--- src/rtl/codec_imm_cmd.sv ---
module codec_imm_cmd #(
  parameter int SLOTS = 3,
  parameter int AW    = 8
) (
  input  logic             clk,
  input  logic             rst_n,
  input  logic             reg_wr,
  input  logic [AW-1:0]    reg_addr,
  input  logic [31:0]      reg_wdata,
  output logic [31:0]      reg_rdata,
  input  logic [SLOTS-1:0] codec_present,
  output logic             link_rst_n,
  output logic             cmd_valid,
  input  logic             cmd_ready,
  output logic [31:0]      cmd_word,
  input  logic             resp_valid,
  input  logic [31:0]      resp_data
);
  localparam logic [AW-1:0] A_RUN  = AW'(8'h08);
  localparam logic [AW-1:0] A_PRES = AW'(8'h0C);
  localparam logic [AW-1:0] A_CMD  = AW'(8'h60);
  localparam logic [AW-1:0] A_RESP = AW'(8'h64);
  localparam logic [AW-1:0] A_STAT = AW'(8'h68);
  localparam int PRES_LSB = 16;

  logic        run_q, busy_q, sent_q, valid_q;
  logic [31:0] cmd_q, resp_q;

  wire wr_run  = reg_wr && reg_addr == A_RUN;
  wire wr_cmd  = reg_wr && reg_addr == A_CMD;
  wire wr_stat = reg_wr && reg_addr == A_STAT;
  wire run_nx  = wr_run ? reg_wdata[0] : run_q;
  wire start   = wr_stat && reg_wdata[0] && run_q && !busy_q;
  wire done    = busy_q && sent_q && resp_valid;

  assign cmd_valid  = busy_q && !sent_q;
  assign cmd_word   = cmd_q;
  assign link_rst_n = run_q;

  always_ff @(posedge clk) begin
    if (!rst_n) begin
      run_q   <= 1'b0;
      busy_q  <= 1'b0;
      sent_q  <= 1'b0;
      valid_q <= 1'b0;
      cmd_q   <= '0;
      resp_q  <= '0;
    end else begin
      run_q <= run_nx;
      if (wr_cmd && !busy_q) cmd_q <= reg_wdata;
      if (!run_nx) begin
        busy_q  <= 1'b0;
        sent_q  <= 1'b0;
        valid_q <= 1'b0;
      end else if (start) begin
        busy_q  <= 1'b1;
        sent_q  <= 1'b0;
        valid_q <= 1'b0;
      end else if (done) begin
        busy_q  <= 1'b0;
        sent_q  <= 1'b0;
        valid_q <= 1'b1;
        resp_q  <= resp_data;
      end else begin
        if (cmd_valid && cmd_ready) sent_q <= 1'b1;
        if (wr_stat && reg_wdata[1]) valid_q <= 1'b0;
      end
    end
  end

  logic [31:0] pres_word;
  always_comb begin
    pres_word = '0;
    if (run_q) pres_word[PRES_LSB +: SLOTS] = codec_present;
  end

  always_comb begin
    case (reg_addr)
      A_RUN:   reg_rdata = {31'd0, run_q};
      A_PRES:  reg_rdata = pres_word;
      A_CMD:   reg_rdata = cmd_q;
      A_RESP:  reg_rdata = resp_q;
      A_STAT:  reg_rdata = {30'd0, valid_q, busy_q};
      default: reg_rdata = '0;
    endcase
  end
endmodule

--- config.mk ---
export PLATFORM = sky130hd
export DESIGN_NAME = codec_imm_cmd
export DESIGN_NICKNAME = d
export VERILOG_FILES = /design/src/rtl/codec_imm_cmd.sv
export SDC_FILE = /design/constraint.sdc
export NUM_CORES = 1
export LEC_CHECK = 0
export CAP_MARGIN = 20
export CORE_UTILIZATION = 56
export DETAILED_ROUTE_END_ITERATION = 7
export DONT_BUFFER_PORTS = 1
export PLACE_DENSITY = 0.78
export SLEW_MARGIN = 0
export SYNTH_ARGS = -nofsm -noshare
export SYNTH_HDL_FRONTEND = slang
export SYNTH_SLANG_ARGS = --single-unit
export TNS_END_PERCENT = 5
--- constraint.sdc ---
create_clock -name clk -period 1.8 [get_ports clk]
set_input_delay 0.09 -clock clk [delete_from_list [all_inputs] [get_ports clk]]
set_output_delay 0.09 -clock clk [all_outputs]
set_load 0.01 [all_outputs]
==> results.toml, run 1 <==
[synth]
synth_edf_count = 0
syn-instance-count = 327
synth_area_um2 = 3100
postSynth.asyncResetShare_pct = 0
syn_avg_cell_area_um2 = 9.482
synth_area_leaders = "dfxtp_1 (44%), mux2i_1 (21%), nand2_1 (8.2%), a22o_1 (7.6%), nor2b_1 (6.5%)"
seq_area_frac_synth_pct = 43.91
yosys.area.top_type = "dfxtp_1"
synth-seq-cells = 68
synth_top_area_share_pct = 43.91
ys_warn_count = 0
syn-num-nets = 407
synth-main-ff-cell = "dfxtp_1"
synth_cell_type_count = 33

[global_route]
grt_max_degree = 96
antenna_found_initial = 0
gr-usage-all-layers_pct = 29.09
grt-ovfl-total = 0
grt_first_pass_wirelength_mm = 13.26
first_global_vias = 2739

[clock_tree]
postCtsResizedCells = 0
cts_buffers = 9
post_cts_buffers = 0
clock_latency_ns = 0.34
clock_path_buffers = 2
clkTransAtPathRegs_ns = 0.07
clkSinkCount = 68
tritoncts = "yes"
cts.htree.levels = 3
clock-root-buffer = "clkbuf_8"

[power_and_ir_drop]
vdd_ir_drop_max_uv = 484.8
power_density_nw_per_um2 = 753.3
cellLeakagePower_nw = 1.412

[sta]
rsz0062_at_grt = "no"
setup-tns-final_ns = 0
finalClockSkew_ns = 0.007024
fmax_mhz = 614.6
worstMarginPinSlew_ns = 0.3822
drv_slew = 0
hold_violations = 0
fin_crit_ns = 1.627
min_period_over_period_pct = 90.39
setup_viol = 0
hold_slack_ns = 0.03405
maxSlewHeadroom_pct = 74.25

[floorplan]
die_x_um = 76.41
fp.dieArea_um2 = 5838
initial_core_util_pct = 59.57
core_um2 = 5205
boundaryPins = 146
num_rows = 26
die_h_um = 76.41

[routing]
wirelength_mm = 8.606
drt_pass1_iterations = 4
final_antenna_net_count = 0
num_vias = 2698
drcViolationCount = 0
drtIter0Drc = 77
avgViaCountPerCell = 5.765
wl_per_cell_um = 18.39

[final_layout]
nets = 473
diodes = 0
finalNonFillerCells = 468
drive_gt1_share_pct = 8.040
synthToLayoutAreaGrowth_pct = 33.09
fillers = 338
finish.instance_area_um2 = 4126
utilization_pct = 79.28
mostFrequentLayoutCells = "nand2_1 (68), dfxtp_1 (68), dlygate4sd3_1 (67)"

[worst_setup_path]
worstSetupEndpointType = "register"
cp_data_required_time_ns = 2.02
path_max_fanout = 14
start_kind = "register"
r2r.worst_path.cells = 5
crit_arrival_ns = 1.85
crit_type = "register to register"

[placed_design]
finalWeightedCongestion = 0.8229
hpwl_mm = 4.777
port_buffers = 0
place_area_um2 = 3211
placed_cells = 384

[hold_path]
worstHoldPathCells = 3
holdCritPathClass = "input port to register"

[flow_run]
cap_viol_max_count = 0

[outcome]
outcome = "finished clean"
## timing repair
item                                    in CTS  in global routing
endpoints found under the setup margin       0                  0
hold buffers                                68                  0
endpoints found under the hold margin       66                  0
## flip-flops by register name, indices dropped and copies added (netlist names)
name	count
sent_q	1
resp_q	32
link_rst_n	1
busy_q	1
valid_q	1
cmd_word	32
## cell families (layout without fill, tap and decap cells)
logic type / count (synthesis) / after routing / share of synthesized area, %
AOI/OAI and AO/OA: 43 / 43 / 11.38
buffers and inverters: 32 / 103 / 4.721
muxes: 64 / 64 / 20.66
DFF: 68 / 68 / 43.91
and+or+nand+nor: 120 / 120 / 19.33
## where the power goes
part           internal [W]  switching, W  leakage, nW
combinational      0.000132     0.0000765        0.758
clock              0.000818      0.000577        0.107
sequential          0.00150    0.00000134        0.547
total               0.00245      0.000654         1.41
## synthesized netlist by cell type (2+ instances only)
library cell / number
or4_1: 2
buf_6: 3
nor2_1: 2
dfxtp_1: 68
nor2b_1: 32
buf_2: 3
a22oi_1: 4
mux2i_1: 64
a22o_1: 27
nor3_1: 4
o21ai_0: 5
nand2_1: 68
inv_1: 8
clkbuf_1: 18
## area by class of cell
type / count / area (um^2) / share of cell area, %
clock buffers: 12 / 145.1 / 3.517
clock inverters: 4 / 72.57 / 1.759
inverters: 8 / 30.03 / 0.7277
multi-input cells: 227 / 1612 / 39.05
flip-flops and latches: 68 / 1361 / 32.99
well taps: 70 / 87.58 / 2.122
repair buffers: 79 / 818.3 / 19.83
## per-layer routing
layer  track usage [%]  vias up  share of wire (%)
met5                 0        -                  0
met4             11.73        0                1.9
met3             6.707       17                6.7
li1                  -     1266                  -
met1             31.93     1281                 40
met2             53.51      134                 51
## worst paths after layout
path | from | to | slack, ns
worst max register to register | busy_q | cmd_word[24] | 0.17
worst min register to register | resp_q[20] | resp_q[20] | 0.46
worst max-delay path | busy_q | cmd_word[24] | 0.17
worst min-delay path | reg_wdata[0] | busy_q | 0.03
## worst max-delay path, stage by stage, from the launching register on
cell	delay, ns
dfxtp_1	0.35
nand2b_1	0.20
nor4_4	0.27
buf_4	0.34
mux2i_1	0.26
nor2b_1	0.08
## stage by stage
| step | setup slack, ns | power [W] |
|---|---|---|
| 4_1_cts | 0.2552 | 0.003108 |
| 3_5_place_dp | -0.04617 | 0.001593 |
| 6_report | 0.1730 | 0.003108 |
| 5_1_grt | 0.09660 | 0.003208 |
| 3_3_place_gp | -0.005568 | 0.001591 |
| 2_1_floorplan | -0.002194 | 0.001607 |
Power figures use the tool's default switching activity.
==> inputs of run 2 (changes only) <==
Settings changed: PLACE_DENSITY 0.78 to 0.74.
==> run 2 against run 1 <==
Die area is the same. Design area shrank 1.4%. Maximum frequency grew 2.9%. Largest power group unchanged.
==> results.toml, run 2 (synthesized netlist as in run 1, its figures left out) <==
[outcome]
outcome = "finished clean"

[floorplan]
fp.dieArea_um2 = 5838
core_um2 = 5205
initial_core_util_pct = 59.57
die_h_um = 76.41
num_rows = 26
die_x_um = 76.41
boundaryPins = 146

[hold_path]
worstHoldPathCells = 2
holdCritPathClass = "input port to register"
hold_end = "sent_q"
min_from = "cmd_ready"

[worst_setup_path]
cp_slowest_cell = "dfxtp_1"
start_kind = "register"
worst-path-buf-inv = 1
path_max_fanout = 14
r2r-start = "busy_q"
crit_type = "register to register"
r2r_slack_ns = 0.22
worstPathCellList = "nand2b_1 -> nor4_4 -> buf_4 -> mux2i_1 -> nor2b_1"
r2r.worst_path.cells = 5
worstSetupEndpointType = "register"
cp_data_required_time_ns = 2.03
worstReg2RegEnd = "cmd_word[26]"
crit_family = "simple AND/OR/NAND/NOR gates"
max_stage_delay_ns = 0.35
crit_arrival_ns = 1.81

[clock_tree]
post_cts_buffers = 0
clock_path_buffers = 2
cts_buffers = 9
tritoncts = "yes"
clkTransAtPathRegs_ns = 0.07
cts.htree.levels = 3
clkSinkCount = 68
clock_latency_ns = 0.33
postCtsResizedCells = 0
clock-root-buffer = "clkbuf_8"

[global_route]
antenna_found_initial = 0
use_met3_pct = 6.707
grtUsageMet2_pct = 52.52
first_global_vias = 2691
grt_first_pass_wirelength_mm = 12.83
top_usage_layer = "met2"
gr-usage-all-layers_pct = 28.30
grt_max_degree = 96
grt-ovfl-total = 0
use_met1_pct = 29.86

[routing]
wl_per_cell_um = 17.78
drtIter0Drc = 97
wirelength_mm = 8.305
avgViaCountPerCell = 5.621
drt_pass1_iterations = 4
drcViolationCount = 0
num_vias = 2625
final_antenna_net_count = 0

[sta]
drv_slew = 0
maxSlewHeadroom_pct = 72.52
setup_viol = 0
setup_ws_ns = 0.2189
hold_violations = 0
rsz0062_at_grt = "no"
finalClockSkew_ns = 0.006029
fin_crit_ns = 1.581
min_period_over_period_pct = 87.84
fmax_mhz = 632.5
worstMarginPinSlew_ns = 0.4079

[final_layout]
nets = 473
fillers = 363
synthToLayoutAreaGrowth_pct = 31.19
drive_gt1_share_pct = 7.828
mostFrequentLayoutCells = "nand2_1 (68), dfxtp_1 (68), dlygate4sd3_1 (67)"
finish.instance_area_um2 = 4068
utilization_pct = 78.15
finalNonFillerCells = 467

[flow_run]
cap_viol_max_count = 0

[placed_design]
placed_cells = 384
hpwl_mm = 4.644
dp_slack_ns = -0.07496
place_area_um2 = 3211
port_buffers = 0
finalWeightedCongestion = 0.7618

[power_and_ir_drop]
vdd_ir_drop_max_uv = 490.1
power_density_nw_per_um2 = 683.1
cellLeakagePower_nw = 1.390
[run 2: changes by cell type in the layout (fill, tap and decap cells not counted), sizes merged]
| cell | delta |
|---|---|
| diode | +1 |
| clkinvlp | -1 |
| clkbuf | -1 |
| clkinv | +2 |
| bufinv | -2 |
[run 2: report_power, final]
part           total (W)  internal (W)  switching (W)
Combinational   0.000207      0.000132      0.0000753
Sequential       0.00151       0.00150     0.00000129
Clock            0.00107      0.000516       0.000549
[run 2: routing by layer]
layer  vias to the layer above  part of all wire, %  wire [um]
met4                         0                  1.5        122
met1                      1237                   41       3386
met2                       111                   52       4293
met3                        12                  6.0        502
met5                         -                    0          0
li1                       1265                    -          -
[run 2: area by class of cell]
cell class              count  area (um^2)  share of cell area [%]
diodes                      1        2.502                 0.06152
clock buffers              11        141.4                   3.476
clock inverters             3        15.01                  0.3691
inverters                   8        30.03                  0.7382
multi-input cells         227         1612                   39.62
flip-flops and latches     68         1361                   33.47
well taps                  70        87.58                   2.153
repair buffers             79        818.3                   20.12
[run 2: what timing repair did]
item / 4_1_cts / 5_1_grt
setup endpoints to repair: 0 / 0
hold buffers: 68 / 0
hold endpoints to repair: 66 / 0
[run 2: worst reg2reg max path: stages, from the launching register on]
cell and delay (ns):
dfxtp_1 0.35, nand2b_1 0.20, nor4_4 0.25, buf_4 0.34
mux2i_1 0.26, nor2b_1 0.07
[run 2: worst max path at each step]
stage	to	depth (start not counted)	slack (ns)	start
after floorplan	resp_q[0]	5	-0.002	reg_addr[1]
after global placement	resp_q[9]	5	-0.003	reg_addr[1]
after detailed placement	resp_q[26]	5	-0.07	reg_addr[1]
after CTS	resp_q[8]	5	0.28	reg_addr[1]
after global routing	cmd_word[27]	5	0.14	busy_q
final	cmd_word[26]	5	0.22	busy_q
[run 2: metrics by stage]
stage               hold slack, ns  power (W)   TNS (ns)
floorplan                   0.2321   0.001607   -0.06583
global placement            0.2275   0.001591  -0.005739
detailed placement          0.2326   0.001592    -0.7432
CTS                        0.03013   0.002785          0
global route               0.03983   0.002865          0
finish                     0.04492   0.002778          0
